### config.mk
export PLATFORM = sky130hd
export DESIGN_NAME = core_freq_ctl
export DESIGN_NICKNAME = d
export VERILOG_FILES = /design/src/rtl/cfreq_pkg.sv /design/src/rtl/slot_timer.sv /design/src/rtl/req_merge.sv /design/src/rtl/xition_seq.sv /design/src/rtl/core_freq_ctl.sv
export SDC_FILE = /design/constraint.sdc
export NUM_CORES = 1
export LEC_CHECK = 0
export BUFFER_PORTS_ARGS = -buffer_cell sky130_fd_sc_hd__buf_2
export CORE_ASPECT_RATIO = 2
export CORE_UTILIZATION = 50
export CTS_BUF_LIST = sky130_fd_sc_hd__clkbuf_8
export DETAILED_ROUTE_END_ITERATION = 10
export PLACE_DENSITY = 0.73
export SLEW_MARGIN = 20
export SYNTH_ARGS = -nofsm -noshare
export SYNTH_HDL_FRONTEND = slang
export SYNTH_SLANG_ARGS = --single-unit
### constraint.sdc
create_clock -name clk -period 4.9 [get_ports clk]
set_clock_uncertainty 0.05 [all_clocks]
set_input_delay 0.245 -clock clk [delete_from_list [all_inputs] [get_ports clk]]
set_output_delay 0.245 -clock clk [all_outputs]
set_load 0.01 [all_outputs]
### src/rtl/cfreq_pkg.sv
package cfreq_pkg;

  typedef enum logic [1:0] {
    SEQ_IDLE = 2'd0,
    SEQ_VOLT = 2'd1,
    SEQ_FREQ = 2'd2
  } seq_state_e;

  // multiplier for a level, in 25 MHz units
  function automatic int lvl_to_mult(input int lvl, input int base, input int step);
    return base + lvl * step;
  endfunction

  // voltage code for a level
  function automatic int lvl_to_vid(input int lvl, input int base, input int step);
    return base + lvl * step;
  endfunction

  // limit a requested level to the highest defined one
  function automatic int lvl_clamp(input int lvl, input int top);
    return (lvl > top) ? top : lvl;
  endfunction

endpackage

### src/rtl/slot_timer.sv
module slot_timer #(
  parameter int SLOT_CYC = 100000
) (
  input  logic clk,
  input  logic rst_n,
  output logic slot_o
);
  localparam int CW = (SLOT_CYC > 2) ? $clog2(SLOT_CYC) : 1;
  localparam logic [CW-1:0] LAST = CW'(SLOT_CYC - 1);

  logic [CW-1:0] cnt_q;

  assign slot_o = (cnt_q == LAST);

  always_ff @(posedge clk) begin
    if (!rst_n)      cnt_q <= '0;
    else if (slot_o) cnt_q <= '0;
    else             cnt_q <= cnt_q + 1'b1;
  end

  AST_SLOT_SINGLE: assert property (@(posedge clk) disable iff (!rst_n)
    slot_o |=> !slot_o);

endmodule

### src/rtl/req_merge.sv
module req_merge
  import cfreq_pkg::*;
#(
  parameter int LVL_W    = 3,
  parameter int NUM_LVLS = 6
) (
  input  logic [LVL_W-1:0] req0_i,
  input  logic [LVL_W-1:0] req1_i,
  input  logic [1:0]       online_i,
  output logic [LVL_W-1:0] eff_o
);
  localparam int TOP = NUM_LVLS - 1;

  logic [1:0][LVL_W-1:0] raw;
  logic [1:0][LVL_W-1:0] clamped;

  assign raw[0] = req0_i;
  assign raw[1] = req1_i;

  for (genvar g = 0; g < 2; g++) begin : g_thr
    assign clamped[g] = LVL_W'(lvl_clamp(int'(raw[g]), TOP));
  end

  // offline threads are not masked: every request competes
  assign eff_o = (clamped[0] > clamped[1]) ? clamped[0] : clamped[1];

  always_comb begin
    AST_OFFLINE_T0_COUNTS: assert (online_i[0] || (eff_o >= clamped[0]));
    AST_OFFLINE_T1_COUNTS: assert (online_i[1] || (eff_o >= clamped[1]));
    AST_EFF_IN_RANGE: assert (int'(eff_o) <= TOP);
  end

endmodule

### src/rtl/xition_seq.sv
module xition_seq
  import cfreq_pkg::*;
#(
  parameter int LVL_W     = 3,
  parameter int MULT_W    = 8,
  parameter int VID_W     = 8,
  parameter int BASE_MULT = 60,
  parameter int MULT_STEP = 8,
  parameter int VID_BASE  = 32,
  parameter int VID_STEP  = 4,
  parameter int UP_CYC    = 36000,
  parameter int DOWN_CYC  = 39000
) (
  input  logic              clk,
  input  logic              rst_n,
  input  logic              slot_i,
  input  logic [LVL_W-1:0]  eff_lvl_i,
  output logic [MULT_W-1:0] mult_o,
  output logic [VID_W-1:0]  vid_o,
  output logic              busy_o
);
  localparam int MAXD = (UP_CYC > DOWN_CYC) ? UP_CYC : DOWN_CYC;
  localparam int TW   = (MAXD > 2) ? $clog2(MAXD) : 1;
  localparam logic [TW-1:0] UP_LOAD   = TW'(UP_CYC - 2);
  localparam logic [TW-1:0] DOWN_LOAD = TW'(DOWN_CYC - 2);

  seq_state_e        st_q;
  logic [LVL_W-1:0]  cur_q, tgt_q;
  logic [TW-1:0]     tmr_q;
  logic [MULT_W-1:0] mult_q;
  logic [VID_W-1:0]  vid_q;

  // named events for the checks below
  logic going_up, capture_evt, revert_hit, volt_done, commit_evt;
  assign going_up    = eff_lvl_i > cur_q;
  assign capture_evt = (st_q == SEQ_IDLE) && slot_i && (eff_lvl_i != cur_q);
  assign revert_hit  = (st_q == SEQ_VOLT) && (eff_lvl_i == cur_q);
  assign volt_done   = (st_q == SEQ_VOLT) && !revert_hit && (tmr_q == '0);
  assign commit_evt  = (st_q == SEQ_FREQ);

  always_ff @(posedge clk) begin
    if (!rst_n) begin
      st_q   <= SEQ_IDLE;
      cur_q  <= '0;
      tgt_q  <= '0;
      tmr_q  <= '0;
      mult_q <= MULT_W'(lvl_to_mult(0, BASE_MULT, MULT_STEP));
      vid_q  <= VID_W'(lvl_to_vid(0, VID_BASE, VID_STEP));
    end else begin
      unique case (st_q)
        SEQ_IDLE: begin
          if (capture_evt) begin
            st_q  <= SEQ_VOLT;
            tgt_q <= eff_lvl_i;
            tmr_q <= going_up ? UP_LOAD : DOWN_LOAD;
            if (going_up) vid_q <= VID_W'(lvl_to_vid(int'(eff_lvl_i), VID_BASE, VID_STEP));
          end
        end
        SEQ_VOLT: begin
          if (revert_hit) begin
            st_q  <= SEQ_IDLE;
            vid_q <= VID_W'(lvl_to_vid(int'(cur_q), VID_BASE, VID_STEP));
          end else if (volt_done) begin
            st_q <= SEQ_FREQ;
          end else begin
            tmr_q <= tmr_q - 1'b1;
          end
        end
        SEQ_FREQ: begin
          st_q   <= SEQ_IDLE;
          cur_q  <= tgt_q;
          mult_q <= MULT_W'(lvl_to_mult(int'(tgt_q), BASE_MULT, MULT_STEP));
          vid_q  <= VID_W'(lvl_to_vid(int'(tgt_q), VID_BASE, VID_STEP));
        end
        default: st_q <= SEQ_IDLE;
      endcase
    end
  end

  assign mult_o = mult_q;
  assign vid_o  = vid_q;
  assign busy_o = (st_q != SEQ_IDLE);

  AST_BUSY_AT_SLOT: assert property (@(posedge clk) disable iff (!rst_n)
    $rose(busy_o) |-> $past(slot_i));
  AST_MULT_HELD_BUSY: assert property (@(posedge clk) disable iff (!rst_n)
    busy_o |-> $stable(mult_o));
  AST_RAISE_VID_EARLY: assert property (@(posedge clk) disable iff (!rst_n)
    (mult_o > $past(mult_o)) |-> $stable(vid_o));
  AST_LOWER_VID_LATE: assert property (@(posedge clk) disable iff (!rst_n)
    (mult_o < $past(mult_o)) |-> (vid_o < $past(vid_o)));
  AST_REVERT_QUICK: assert property (@(posedge clk) disable iff (!rst_n)
    revert_hit |=> (!busy_o && $stable(mult_o)));
  AST_COMMIT_ENDS: assert property (@(posedge clk) disable iff (!rst_n)
    commit_evt |=> !busy_o);

endmodule

### src/rtl/core_freq_ctl.sv
module core_freq_ctl #(
  parameter int LVL_W     = 3,
  parameter int NUM_LVLS  = 6,
  parameter int MULT_W    = 8,
  parameter int VID_W     = 8,
  parameter int BASE_MULT = 60,
  parameter int MULT_STEP = 8,
  parameter int VID_BASE  = 32,
  parameter int VID_STEP  = 4,
  parameter int SLOT_CYC  = 100000,
  parameter int UP_CYC    = 36000,
  parameter int DOWN_CYC  = 39000,
  parameter int NUM_PEERS = 3
) (
  input  logic                             clk,
  input  logic                             rst_n,
  input  logic [LVL_W-1:0]                 thr0_req,
  input  logic [LVL_W-1:0]                 thr1_req,
  input  logic [1:0]                       thr_online,
  input  logic [NUM_PEERS-1:0][MULT_W-1:0] peer_mult,
  output logic [MULT_W-1:0]                core_mult,
  output logic                             busy,
  output logic [VID_W-1:0]                 volt_code,
  output logic [MULT_W-1:0]                cluster_mult
);
  logic             slot_evt;
  logic [LVL_W-1:0] eff_lvl;

  slot_timer #(.SLOT_CYC(SLOT_CYC)) u_slot (
    .clk    (clk),
    .rst_n  (rst_n),
    .slot_o (slot_evt)
  );

  req_merge #(.LVL_W(LVL_W), .NUM_LVLS(NUM_LVLS)) u_merge (
    .req0_i   (thr0_req),
    .req1_i   (thr1_req),
    .online_i (thr_online),
    .eff_o    (eff_lvl)
  );

  xition_seq #(
    .LVL_W(LVL_W), .MULT_W(MULT_W), .VID_W(VID_W),
    .BASE_MULT(BASE_MULT), .MULT_STEP(MULT_STEP),
    .VID_BASE(VID_BASE), .VID_STEP(VID_STEP),
    .UP_CYC(UP_CYC), .DOWN_CYC(DOWN_CYC)
  ) u_seq (
    .clk       (clk),
    .rst_n     (rst_n),
    .slot_i    (slot_evt),
    .eff_lvl_i (eff_lvl),
    .mult_o    (core_mult),
    .vid_o     (volt_code),
    .busy_o    (busy)
  );

  // running maximum across the cluster
  logic [MULT_W-1:0] run_max [NUM_PEERS+1];
  assign run_max[0] = core_mult;
  for (genvar g = 0; g < NUM_PEERS; g++) begin : g_peer
    assign run_max[g+1] = (peer_mult[g] > run_max[g]) ? peer_mult[g] : run_max[g];
  end
  assign cluster_mult = run_max[NUM_PEERS];

  AST_CLUSTER_COVERS_CORE: assert property (@(posedge clk) disable iff (!rst_n)
    cluster_mult >= core_mult);

endmodule

==> results of run 1 <==
per-layer routing:
layer  part of all wire (%)  vias up  global-route usage (%)
met5                      0        -                       0
met4                    6.1        0                    15.3
met3                    2.8       40                    3.63
li1                       -     1567                       -
met1                     35     1533                    20.7
met2                     56       80                    44.4
timing repair:
item	4_1_cts	5_1_grt
buffers inserted	5	8
resized for setup	10	42
endpoints found under the setup margin	8	8
hold endpoints to repair	0	0
pin swaps	6	12
critical path: stages, from the launching register on:
cell and delay [ps]:
dfxtp_4 390, inv_4 50, ha_4 260, nand4b_1 150, o41ai_2 300, buf_4 240, mux2i_2 240, ha_1 300
a21oi_2 170, a21oi_2 80, o22ai_2 230, buf_6 170, mux2i_2 250, inv_1 110, ha_4 290, nand3_2 100
o22ai_2 150, o21ai_1 90, o211ai_1 100, o21ai_2 110, buf_12 160, mux2_4 300, buf_6 120
kinds of logic after synthesis:
| kind of cell | Yosys count | synth area share (%) |
|---|---|---|
| muxes | 25 | 7.81 |
| DFF | 48 | 28.7 |
| other | 2 | 0.224 |
| and+or+nand+nor | 137 | 21.0 |
| buffers and inverters | 64 | 8.64 |
| xor gates and xnor gates | 15 | 3.93 |
| AOI/OAI and AO/OA | 89 | 17.3 |
| adders and majority gates | 33 | 12.3 |
cells in the mapped netlist (3+ instances only):
cell | instances | share of area (%)
or3_1 | 5 | 0.93
o21ai_0 | 18 | 2.7
and3_1 | 4 | 0.75
o211ai_1 | 8 | 1.8
a21oi_1 | 32 | 4.8
mux2i_1 | 16 | 4.8
clkbuf_1 | 9 | 1.0
o2111ai_1 | 3 | 0.79
nor2b_1 | 4 | 0.75
mux2_2 | 9 | 3.0
o21a_1 | 3 | 0.67
nor3_1 | 9 | 1.3
ha_1 | 33 | 12
nand4_1 | 8 | 1.5
nor2_1 | 34 | 3.8
and4_1 | 3 | 0.79
nand2b_1 | 7 | 1.3
inv_1 | 44 | 4.9
o221a_2 | 3 | 1.0
dfxtp_1 | 48 | 29
xnor2_1 | 4 | 1.0
nand3_1 | 11 | 1.6
nand2_1 | 38 | 4.3
buf_4 | 9 | 2.0
xor2_1 | 11 | 2.9
power breakdown:
part	switching, mW	leakage (nW)	total [mW]	internal [mW]
Combinational	0.128	1.36	0.264	0.137
Clock	0.145	0.0687	0.351	0.206
Sequential	0.00243	0.388	0.394	0.391
Total	0.275	1.81	1.01	0.733
metrics by stage:
step                cells  setup TNS [ps]  utilization (%)  power (mW)  instance area (sq um)
floorplan             420               0                -       0.525                   3370
global placement      541               0             57.6       0.582                   3660
detailed placement    541               0             57.6       0.587                   3660
CTS                   554               0             61.0       0.947                   3880
global route          562           -1760             65.1        1.04                   4140
finish                562            -548             65.1        1.01                   4140
state kept, by name, indices dropped and copies added (netlist names):
signal	cells
u_seq.cur_q	3
u_seq.mult_o	4
u_seq.st_q	2
u_seq.tgt_q	3
u_seq.tmr_q	16
u_seq.vid_o	3
u_slot.cnt_q	17
cell type report:
| cell class | count | share of cell area, % |
|---|---|---|
| Tap cell | 86 | 2.60 |
| Timing Repair Buffer | 68 | 11.1 |
| Sequential cell | 48 | 23.3 |
| Clock inverter | 3 | 1.66 |
| Multi-Input combinational cell | 308 | 55.7 |
| Inverter | 44 | 4.05 |
| Clock buffer | 5 | 1.66 |
path summary, 6_finish.rpt:
kind | startpoint | end | slack (ps) | cells past startpoint
worst min register to register | u_seq.tmr_q[10]$_SDFFE_PN0P_ | u_seq.tmr_q[10]$_SDFFE_PN0P_ | 420 | 2
worst max-delay path | u_seq.mult_o[5]$_SDFFE_PN1N_ | cluster_mult[5] | -80 | 22
worst max register to register | u_seq.tmr_q[0]$_SDFFE_PN0P_ | u_seq.tmr_q[11]$_SDFFE_PN0P_ | 1820 | 8
worst min-delay path | rst_n | u_seq.mult_o[3]$_SDFFE_PN1N_ | 280 | 2
==> results by group, run 1 <==
STA
  – Finish-stage setup viols: 8
  – Hold slack: 280 ps
  – Final hold violation count: 0
  – RSZ-0062 raised after global routing: true
  – Relative slew slack: 32.5%
  – Slew @ Worst Pin: 1010 ps
  – Maximum clock rate: 201 MHz
  – Tcrit/Tclk final: 102%
  – Slew Limit Fails: 0
  – Setup WS post-layout: -81.3 ps
  – Fin crit period: 4980 ps

Clock network
  – Clock Tree Buf Depth: 2
  – H-tree levels: 2
  – CTS Buf Count: 5
  – Root buf cell: clkbuf_8
  – Num Clock Sinks: 48
  – CTS Hold Bufs: 0
  – Clock transition at the registers of the reported paths: 90 ps
  – CTS tree: done
  – Clk_lat worst skew: 310 ps

Detailed routing
  – Pre-Repair DR Iteration Count: 4
  – DRT Wirelength: 8730 um
  – DR vias/cell: 5.73
  – Wire per inst: 15.5 um
  – DRC: 0
  – Post-route ant nets: 0
  – Initial DRC count: 91
  – Routed via count: 3220

Setup path
  – Crit path DAT: 4690 ps
  – Critical path peak fanout: 8
  – Startpoint class of the critical path: register
  – Setup CP Type: register to primary output
  – Critical Path End Type: primary output
  – Worst Path Required: 4610 ps

Floorplan
  – Initial Util: 52.6%
  – Die area: 7040 sq um
  – Core area: 6360 sq um
  – Die X: 59.9 um
  – Site row count: 41
  – I/O pin count: 59
  – Chip Height: 118 um

Yosys
  – Yosys reg bits: 48
  – Post-synth EDFFs: 0
  – Async S/R FF share, synth: 0%
  – Cell variety after synth: 56
  – Syn Std Cell Area: 3350 sq um
  – Seq/Total Area, Yosys: 28.7%
  – Top_reg_cell synth: dfxtp_1
  – Average size of a mapped cell: 8.10 sq um
  – Number of synthesis warnings: 0
  – Cells after Synth: 413

Global route
  – Vias in the first global route: 3059
  – First-pass GRT wire length: 12800 um
  – Global-route usage over all layers: 23.4%
  – Largest net degree at the start of global routing: 26
  – Initial antenna violation count: 0
  – GRT overflow: 0

Cells and area
  – Most common cell after layout, fill and taps aside: dfxtp_1
  – Layout area overhead: 23.8%
  – # fillers: 545
  – Area of the multi-input gates: 2310 sq um
  – Most frequent cells in the layout: dfxtp_1 (46), inv_1 (42), buf_2 (41), nand2_1 (38), nor2_1 (33)
  – Layout cells sized above 1: 26.3%
  – Nets: 542
  – Ant diodes: 0
  – Register area: 966 sq um

Min path
  – Worst Hold Class: input port to register

Power and ir drop
  – Static leakage: 1.81 nW
  – Power density over cell area: 243 nW/um^2
  – VDD IR-drop max: 0.261 mV

Placement
  – Place WS: 103 ps
  – Gp weighted congestion: 0.835
  – PortBufs: 47
  – Final HPWL from detailed placement: 6110 um

Outcome
  – Run status: complete, but fails checks
  – Failing checks: negative setup slack

Run
  – MaxCap Viol Count: 0
Power figures use the tool's default switching activity.
==> inputs of run 2 (changes only) <==
==> constraint.sdc (replaced) <==
create_clock -name clk -period 4.9 [get_ports clk]
set_clock_uncertainty 0.05 [all_clocks]
set_input_delay 0.98 -clock clk [delete_from_list [all_inputs] [get_ports clk]]
set_output_delay 0.98 -clock clk [all_outputs]
set_load 0.01 [all_outputs]
==> run 2 against run 1 <==
Compared with the run above:
- the run still ends with negative setup slack left
- global-route usage up 3.7 points
- core utilization up 4.0 points
- power down 5.0%
- sequential share of layout area down 1.5 points
- worst setup slack worse by 1300 ps
- largest cell class unchanged
- sequential power about the same
- via count up 3.9%
- fmax down 21%
- highest routed layer unchanged
- count of clock-buffer cells in the layout unchanged
- cell area up 6.2%
- hold slack better by 140 ps
- clock power down 35%
==> results by group, run 2 (synthesized netlist as in run 1, its figures left out) <==
STA
  – Finish-stage setup viols: 8
  – Maximum clock rate: 159 MHz
  – Setup WS post-layout: -1410 ps
  – Tcrit/Tclk final: 129%
  – Final hold violation count: 0
  – RSZ-0062 raised after global routing: true
  – Slew Limit Fails: 0
  – Slew @ Worst Pin: 751 ps
  – Fin crit period: 6310 ps
  – Relative slew slack: 50.0%

Cells and area
  – Max reg flops: 17
  – Utilization after layout: 69.1%
  – Layout cells sized above 1: 30.1%
  – Most flops, register: u_slot.cnt_q
  – Nets: 556
  – Ant diodes: 0
  – Non-filler cells, final: 575
  – Most common cell after layout, fill and taps aside: dfxtp_1
  – # fillers: 520
  – Layout area overhead: 31.4%
  – Most frequent cells in the layout: dfxtp_1 (48), inv_1 (43), buf_2 (38), nand2_1 (37), nor2_1 (34)

Outcome
  – Run status: complete, but fails checks
  – Failing checks: negative setup slack

Clock network
  – Clk_lat worst skew: 320 ps
  – Root buf cell: clkbuf_8
  – H-tree levels: 2
  – Clock transition at the registers of the reported paths: 80 ps
  – CTS Buf Count: 5
  – Clock Tree Buf Depth: 2
  – Num Clock Sinks: 48
  – CTS tree: done
  – CTS Hold Bufs: 0

Placement
  – PortBufs: 47
  – DP Cell Count: 556
  – Final HPWL from detailed placement: 6490 um
  – Gp weighted congestion: 0.842

Floorplan
  – Core area: 6360 sq um
  – Chip Height: 118 um
  – Site row count: 41
  – Die X: 59.9 um
  – Die area: 7040 sq um
  – I/O pin count: 59
  – Initial Util: 52.6%

Setup path
  – Worst Path Required: 3870 ps
  – Critical path peak fanout: 6
  – Cell depth of the worst flop-to-flop path: 8
  – Worst Setup SP: peer_mult[5]
  – Crit path DAT: 5280 ps
  – Reg2Reg Capture Point: u_seq.tmr_q[2]$_SDFFE_PN0P_
  – Setup CP Type: input port to primary output
  – Startpoint class of the critical path: input port
  – Worst R2R Start: u_seq.tmr_q[0]$_SDFFE_PN0P_
  – Reg2reg setup slack: 2300 ps
  – Critical Path End Type: primary output

Global route
  – Vias in the first global route: 3242
  – Largest net degree at the start of global routing: 26
  – GRT overflow: 0
  – Initial antenna violation count: 0
  – First-pass GRT wire length: 14500 um
  – Global-route usage over all layers: 27.1%

Min path
  – Worst hold path startpoint: u_seq.tmr_q[14]$_SDFFE_PN0P_
  – Worst Hold Class: register to register
  – Cells on Worst Hold Path: 2
  – WHS Endpoint: u_seq.tmr_q[14]$_SDFFE_PN0P_

Detailed routing
  – DRC: 0
  – Initial DRC count: 275
  – Wire per inst: 18.8 um
  – DR vias/cell: 5.82
  – Post-route ant nets: 0
  – Routed via count: 3344
  – DRT Wirelength: 10800 um
  – Pre-Repair DR Iteration Count: 5

Power and ir drop
  – Static leakage: 1.89 nW
  – VDD IR-drop max: 0.188 mV
  – Power density over cell area: 218 nW/um^2

Run
  – MaxCap Viol Count: 0
run 2: routing by layer:
layer / track usage, % / routed length, um / vias up
met5: 0 / 0 / -
met2: 51.3 / 5710 / 132
met4: 14.1 / 831 / 0
li1: - / - / 1596
met1: 25.2 / 3610 / 1558
met3: 5.05 / 679 / 58
run 2: area by class of cell:
| type | count | area, sq um | share of cell area (%) |
|---|---|---|---|
| tap | 86 | 108 | 2.45 |
| multi-input combinational | 308 | 2500 | 56.8 |
| clock buffer | 5 | 68.8 | 1.56 |
| sequential | 48 | 961 | 21.8 |
| timing repair buffer | 82 | 589 | 13.4 |
| clock inverter | 2 | 8.76 | 0.199 |
| inverter | 44 | 165 | 3.76 |
run 2: timing repair:
item                       4_1_cts  5_1_grt
buffers inserted                 6        6
cloned                           0        0
gates resized for setup         30       22
pin swaps                       13        5
setup endpoints to repair        8        8
run 2: power breakdown:
part / leakage [nW] / switching (mW) / internal (mW)
sequential: 0.387 / 0.00234 / 0.392
combinational: 1.46 / 0.165 / 0.169
clock: 0.0452 / 0.134 / 0.0953
run 2: how the worst max path moves through the flow:
stage	cells past startpoint	slack, ps	to
floorplan	16	-700	cluster_mult[0]
global placement	19	-1310	cluster_mult[5]
detailed placement	19	-1350	cluster_mult[4]
CTS	22	-1100	cluster_mult[4]
global route	22	-1540	cluster_mult[6]
finish	22	-1410	cluster_mult[6]
run 2: worst max-delay path: stages:
cell and delay, ps:
buf_8 110, ha_4 260, nand4b_1 150, buf_4 180
o41ai_4 260, buf_4 200, mux2i_4 270, ha_4 170
buf_4 120, nand4_1 180, o22ai_4 240, buf_6 200
mux2i_4 240, inv_1 170, ha_4 330, and4_4 270
o21ai_2 60, o211ai_1 140, o21ai_4 120, buf_12 160
mux2_4 310, buf_6 120
run 2: metrics by stage:
step                      TNS [ps]  area [sq um]  setup WS (ps)  hold WS, ps  power [mW]
after global placement      -10250          3920          -1310          390       0.616
after CTS                    -8460          4200          -1100          421       0.893
after global routing        -12110          4400          -1540          435       0.996
final                       -10950          4400          -1410          417       0.958
after floorplan              -5490          3530           -696          380       0.551
after detailed placement    -10600          3920          -1350          401       0.622
